===== config.mk =====
export PLATFORM = sky130hd
export DESIGN_NAME = usb_oep_ctrl
export DESIGN_NICKNAME = d
export VERILOG_FILES = /design/src/rtl/usb_oep_pkg.sv /design/src/rtl/oep_judge.sv /design/src/rtl/oep_ep_regs.sv /design/src/rtl/usb_oep_ctrl.sv
export SDC_FILE = /design/constraint.sdc
export NUM_CORES = 1
export LEC_CHECK = 0
export BUFFER_PORTS_ARGS = -buffer_cell sky130_fd_sc_hd__buf_2
export CELL_PAD_IN_SITES_DETAIL_PLACEMENT = 1
export CELL_PAD_IN_SITES_GLOBAL_PLACEMENT = 2
export CORE_ASPECT_RATIO = 1.4
export CORE_MARGIN = 1.5
export CORE_UTILIZATION = 39
export DETAILED_ROUTE_END_ITERATION = 8
export HOLD_SLACK_MARGIN = 0.1
export PLACE_DENSITY = 0.87
export REMOVE_ABC_BUFFERS = 1
export SYNTH_ARGS = -nofsm -noshare
export SYNTH_HDL_FRONTEND = slang
export SYNTH_SLANG_ARGS = --single-unit

===== constraint.sdc =====
create_clock -name clk -period 7.1 [get_ports clk]
set_input_delay 0.71 -clock clk [delete_from_list [all_inputs] [get_ports clk]]
set_output_delay 0.71 -clock clk [all_outputs]
set_load 0.01 [all_outputs]

===== src/rtl/usb_oep_pkg.sv =====
package usb_oep_pkg;
   typedef enum logic [1:0] {
      HS_NONE = 2'b00,
      HS_ACK  = 2'b01,
      HS_NAK  = 2'b10
   } hs_e;

   typedef enum logic [1:0] {
      VERD_DROP,
      VERD_NAK,
      VERD_DUP,
      VERD_TAKE
   } verd_e;
endpackage


===== src/rtl/oep_judge.sv =====
module oep_judge
   import usb_oep_pkg::*;
#(
   parameter int MAX_PKT = 64,
   parameter int LEN_W   = 7
) (
   input  logic             crc_ok,
   input  logic             armed,
   input  logic             room,
   input  logic             pid,
   input  logic             tog,
   input  logic [LEN_W-1:0] len,
   output verd_e            verdict,
   output logic             short_pkt
);
   localparam logic [LEN_W-1:0] FULL_LEN = LEN_W'(MAX_PKT);

   assign short_pkt = (len < FULL_LEN);

   always_comb begin
      if (!crc_ok)
         verdict = VERD_DROP;
      else if (!armed)
         verdict = VERD_NAK;
      else if (!room)
         verdict = VERD_NAK;
      else if (pid != tog)
         verdict = VERD_DUP;
      else
         verdict = VERD_TAKE;
   end
endmodule


===== src/rtl/oep_ep_regs.sv =====
module oep_ep_regs #(
   parameter int SIZE_W = 19,
   parameter int CNT_W  = 10,
   parameter int LEN_W  = 7
) (
   input  logic              clk,
   input  logic              rst_n,
   input  logic              ld,
   input  logic [SIZE_W-1:0] ld_size,
   input  logic [CNT_W-1:0]  ld_cnt,
   input  logic              ld_tog,
   input  logic              take,
   input  logic [LEN_W-1:0]  take_len,
   input  logic              take_short,
   output logic              armed,
   output logic [SIZE_W-1:0] size,
   output logic [CNT_W-1:0]  cnt,
   output logic              tog,
   output logic              done
);
   if (SIZE_W <= LEN_W) begin : g_bad_size_w
      $error("SIZE_W must exceed LEN_W");
   end

   localparam logic [CNT_W-1:0] CNT_ONE = CNT_W'(1);

   logic [SIZE_W-1:0] len_ext;
   logic              last_pkt;

   assign len_ext  = {{(SIZE_W-LEN_W){1'b0}}, take_len};
   assign last_pkt = (cnt <= CNT_ONE) || take_short;

   always_ff @(posedge clk) begin
      if (!rst_n) begin
         armed <= 1'b0;
         size  <= '0;
         cnt   <= '0;
         tog   <= 1'b0;
         done  <= 1'b0;
      end else if (ld) begin
         armed <= 1'b1;
         size  <= ld_size;
         cnt   <= ld_cnt;
         tog   <= ld_tog;
         done  <= 1'b0;
      end else begin
         done <= 1'b0;
         if (take && armed) begin
            cnt  <= (cnt == '0) ? '0 : cnt - CNT_ONE;
            size <= (size > len_ext) ? size - len_ext : '0;
            tog  <= ~tog;
            if (last_pkt) begin
               armed <= 1'b0;
               done  <= 1'b1;
            end
         end
      end
   end
endmodule


===== src/rtl/usb_oep_ctrl.sv =====
module usb_oep_ctrl
   import usb_oep_pkg::*;
#(
   parameter int NUM_EP  = 4,
   parameter int MAX_PKT = 64,
   parameter int SIZE_W  = 19,
   parameter int CNT_W   = 10,
   localparam int EP_W   = (NUM_EP > 1) ? $clog2(NUM_EP) : 1,
   localparam int LEN_W  = $clog2(MAX_PKT + 1)
) (
   input  logic              clk,
   input  logic              rst_n,
   input  logic              cfg_wr,
   input  logic [EP_W-1:0]   cfg_ep,
   input  logic [SIZE_W-1:0] cfg_size,
   input  logic [CNT_W-1:0]  cfg_cnt,
   input  logic              cfg_tog,
   input  logic              pkt_vld,
   input  logic [EP_W-1:0]   pkt_ep,
   input  logic              pkt_pid,
   input  logic              pkt_crc_ok,
   input  logic              pkt_room,
   input  logic [LEN_W-1:0]  pkt_len,
   output logic [1:0]        hs_code,
   output logic              fifo_commit,
   output logic              fifo_flush,
   output logic [NUM_EP-1:0] xfer_done,
   input  logic [EP_W-1:0]   rd_ep,
   output logic [SIZE_W-1:0] rd_size,
   output logic [CNT_W-1:0]  rd_cnt,
   output logic              rd_nak,
   output logic              rd_tog
);
   if (NUM_EP < 1) begin : g_bad_num_ep
      $error("NUM_EP must be at least 1");
   end
   if (MAX_PKT < 1 || MAX_PKT > 1023) begin : g_bad_max_pkt
      $error("MAX_PKT out of range");
   end
   if (CNT_W < 1) begin : g_bad_cnt_w
      $error("CNT_W must be at least 1");
   end

   logic [NUM_EP-1:0] ep_armed;
   logic [NUM_EP-1:0] ep_tog;
   logic [SIZE_W-1:0] ep_size [NUM_EP];
   logic [CNT_W-1:0]  ep_cnt  [NUM_EP];

   logic  sel_armed;
   logic  sel_tog;
   verd_e verdict;
   logic  short_pkt;

   // state of the addressed endpoint; an unmatched index reads as NAK
   always_comb begin
      sel_armed = 1'b0;
      sel_tog   = 1'b0;
      for (int i = 0; i < NUM_EP; i++) begin
         if (pkt_ep == EP_W'(i)) begin
            sel_armed = ep_armed[i];
            sel_tog   = ep_tog[i];
         end
      end
   end

   oep_judge #(
      .MAX_PKT (MAX_PKT),
      .LEN_W   (LEN_W)
   ) u_judge (
      .crc_ok    (pkt_crc_ok),
      .armed     (sel_armed),
      .room      (pkt_room),
      .pid       (pkt_pid),
      .tog       (sel_tog),
      .len       (pkt_len),
      .verdict   (verdict),
      .short_pkt (short_pkt)
   );

   for (genvar g = 0; g < NUM_EP; g++) begin : g_ep
      logic ld_g;
      logic take_g;
      assign ld_g   = cfg_wr && (cfg_ep == EP_W'(g));
      assign take_g = pkt_vld && (pkt_ep == EP_W'(g)) && (verdict == VERD_TAKE);

      oep_ep_regs #(
         .SIZE_W (SIZE_W),
         .CNT_W  (CNT_W),
         .LEN_W  (LEN_W)
      ) u_regs (
         .clk        (clk),
         .rst_n      (rst_n),
         .ld         (ld_g),
         .ld_size    (cfg_size),
         .ld_cnt     (cfg_cnt),
         .ld_tog     (cfg_tog),
         .take       (take_g),
         .take_len   (pkt_len),
         .take_short (short_pkt),
         .armed      (ep_armed[g]),
         .size       (ep_size[g]),
         .cnt        (ep_cnt[g]),
         .tog        (ep_tog[g]),
         .done       (xfer_done[g])
      );
   end

   // registered reply, one cycle after the packet event
   always_ff @(posedge clk) begin
      if (!rst_n) begin
         hs_code     <= HS_NONE;
         fifo_commit <= 1'b0;
         fifo_flush  <= 1'b0;
      end else if (pkt_vld) begin
         case (verdict)
            VERD_TAKE: begin
               hs_code     <= HS_ACK;
               fifo_commit <= 1'b1;
               fifo_flush  <= 1'b0;
            end
            VERD_DUP: begin
               hs_code     <= HS_ACK;
               fifo_commit <= 1'b0;
               fifo_flush  <= 1'b1;
            end
            VERD_NAK: begin
               hs_code     <= HS_NAK;
               fifo_commit <= 1'b0;
               fifo_flush  <= 1'b1;
            end
            default: begin
               hs_code     <= HS_NONE;
               fifo_commit <= 1'b0;
               fifo_flush  <= 1'b1;
            end
         endcase
      end else begin
         hs_code     <= HS_NONE;
         fifo_commit <= 1'b0;
         fifo_flush  <= 1'b0;
      end
   end

   // software readback
   always_comb begin
      rd_size = '0;
      rd_cnt  = '0;
      rd_nak  = 1'b1;
      rd_tog  = 1'b0;
      for (int i = 0; i < NUM_EP; i++) begin
         if (rd_ep == EP_W'(i)) begin
            rd_size = ep_size[i];
            rd_cnt  = ep_cnt[i];
            rd_nak  = ~ep_armed[i];
            rd_tog  = ep_tog[i];
         end
      end
   end
endmodule


==> metrics.csv <==
metric,value,unit
rsz0062_at_grt,no,
num_io_pins,89,
cts_max_level,4,
final.setup.tns,0,ns
crit_path_cell_trace,"buf_2, mux4_2, xnor2_2, and3_1, nand3_2, a41oi_2, or4b_1, a31oi_1",
skew,0.00843,ns
yosys_register_bits,132,
maxCapViolCount,0,
clkTransAtPathRegs,0.06,ns
routabilityCongestion,0.952,
drtPass1Iterations,7,
grt_usage,0.303,
crit_family,simple AND/OR/NAND/NOR gates,
p_total,2.09,mW
synth.yosys.seq_area_share,0.289,
layout-drive-gt1-share,0.154,
vias,9607,
syn_avg_cell_area,8.05,um^2
setup_viol,0,
area_growth,13.1,%
tightest_slew,0.986,ns
drc,0,
start_kind,input pin,
fin_cells,1509,
max_freq,281,MHz
hold_viol_final,0,
die-area,24400,um^2
synth-edff-count,0,
synth-main-ff-cell,dfxtp_1,
cts_tree,built,
numCtsBuffers,17,
post_drt_wl_per_cell,24.0,um
grt_pass1_wl,56.0,mm
crit_arrival,3.90,ns
fin_nets,1282,
cp_slowest_stage_delay,0.81,ns
clkSinkCount,132,
period_share,0.501,
root_buffer,clkbuf_16,
drtIter0Drc,649,
slowest_stage,a41oi_2,
netlist.area_leader.share,0.289,
timing.final.ws_setup,3.54,ns
period_needed,3.56,ns
cts_setup_buffers,0,
num_rows,66,
end_kind,flip-flop,
drv_slew,0,
core,23100,um^2
grt_overflow,0,
grt_pass1_vias,9702,
postSynthCellCount,1135,
worstPathMaxFanout,19,
ctsHoldBuffers,0,
ant_nets,0,
hp-class,input pin to flip-flop,
synth_top_cell_by_area,dfxtp_1,
worst-path-buf-inv,1,
worstPathRequired,7.44,ns
synth_warnings,0,
die_w,132,um
syn_area,9140,um^2
path_class,input pin to flip-flop,
start_util,0.395,
peakVddDrop,0.171,mV
die_y,184,um
n_antenna_cell,0,
fillCellCount,2868,
dp_hpwl,27.1,mm
dp.cells,1479,
io_buffers,88,
clock_path_buffers,2,
finalWirelength,36.3,mm
synthTopCellsByArea,"dfxtp_1, mux4_2, nor2_1",
viasPerCell,6.37,
power_density,202,nW/um^2
slew_headroom,0.342,
grt_max_degree,59,
synthDistinctLibCells,76,
final_util,0.447,
outcome,completed,
async_reset_ff_frac,0,
p_leak,3.97,nW
grt_antenna_before_repair,0,
dp_slack,3.19,ns
clock_latency,0.43,ns
ctsResizeCount,0,
-- layout make-up --
| cell class | count | area, um^2 | area share |
|---|---|---|---|
| inverter | 37 | 139 | 0.0134 |
| clock buffer | 26 | 509 | 0.0493 |
| sequential | 132 | 2640 | 0.256 |
| tap | 306 | 383 | 0.0371 |
| multi-input combinational | 905 | 6110 | 0.592 |
| timing repair buffer | 99 | 523 | 0.0506 |
| clock inverter | 4 | 22.5 | 0.00218 |
-- final timing paths --
path	endpoint	from	slack, ns	depth (start not counted)
setup / recovery	g_ep[1].u_regs.size[15]	pkt_ep[0]	3.54	8
hold / removal	hs_code[1]	pkt_room	0.51	2
setup reg to reg	g_ep[1].u_regs.size[15]	g_ep[3].u_regs.tog	3.69	7
hold reg to reg	g_ep[2].u_regs.size[14]	g_ep[2].u_regs.size[14]	0.51	2
-- placed cells by master (no fill, tap or decap), types with 8 or more instances in the layout --
cell       synthesis  layout
and3_1            12      12
xnor2_1           19      19
nand4_1           13      13
dfxtp_1          132     132
a211oi_1           8       8
or4_1             10      10
nor3_1            42      42
or3_1             11      11
nand2_1           89      89
clkbuf_16          0      17
mux4_2            32      32
a21oi_1           95      95
a222oi_1          13      13
xor2_1            10      10
nand2b_1          13      13
nor2_1           131     129
a31oi_1           31      31
ha_1              36      36
a22oi_1           14      14
inv_1             36      36
o21a_1            20      20
nor4_1            17      17
buf_4              5      11
buf_2              2      88
o21ai_0           92      92
nor2b_1           12      12
nand3_1           45      44
a221oi_1          17      17
-- worst reg2reg max path: stages (launching register included) --
cell and delay [ns]:
dfxtp_1 0.33, mux4_2 0.54, xnor2_2 0.22, and3_1 0.54, nand3_2 0.21, a41oi_2 0.81
or4b_1 0.49, a31oi_1 0.17
-- power breakdown --
group | leakage [nW] | switching, mW | internal [mW] | total (mW)
combinational | 2.64 | 0.272 | 0.172 | 0.444
clock | 0.262 | 0.341 | 0.487 | 0.828
sequential | 1.08 | 0.0471 | 0.772 | 0.819
-- layer usage --
metal,share of wire,wire length (um),track usage,up-vias
li1,-,-,-,4408
met1,0.38,13800,0.333,4718
met2,0.50,18000,0.538,358
met3,0.044,1590,0.0347,123
met4,0.077,2790,0.226,0
met5,0,0,0,-
-- metrics by stage --
step                      area, um^2  hold slack [ns]
final                          10300            0.509
after global routing           10300            0.511
after CTS                      10300            0.494
after detailed placement        9800            0.506
after global placement          9800            0.488
after floorplan                 8880            0.440
-- logic make-up (layout without fill, tap and decap cells) --
logic type,after synthesis,count (layout),synth area share
AND/OR/NAND/NOR,442,442,0.244
AO/OA/AOI/OAI,354,354,0.247
flip-flops,132,132,0.289
buffers and inverters,98,166,0.0434
adder cells (fa/ha/maj),40,40,0.0581
multiplexers,38,38,0.0872
XOR/XNOR,31,31,0.0314
-- cells in the mapped netlist, drive strengths merged, types with 4 or more instances --
cell type    n
a211oi       8
a21o         6
a21oi       95
a221oi      17
a222oi      13
a22oi       14
a31oi       31
a32oi        5
and2         4
and3        14
buf         12
clkbuf      49
dfxtp      132
fa           4
ha          36
inv         37
mux2i        5
mux4        33
nand2       89
nand2b      13
nand3       46
nand3b       6
nand4       13
nor2       132
nor2b       12
nor3        43
nor3b        6
nor4        19
o211ai       5
o21a        20
o21ai       92
o22a         4
o22ai        5
o311ai       6
o31a         7
o31ai        7
or2          7
or3         11
or4         11
xnor2       20
xor2        11
-- registers in the layout (all words and copies together), names as in the netlist --
register           count
g_ep.u_regs.tog        4
g_ep.u_regs.size      76
g_ep.u_regs.done       4
fifo_commit            1
hs_code                2
g_ep.u_regs.armed      4
fifo_flush             1
g_ep.u_regs.cnt       40
Power figures use the tool's default switching activity.
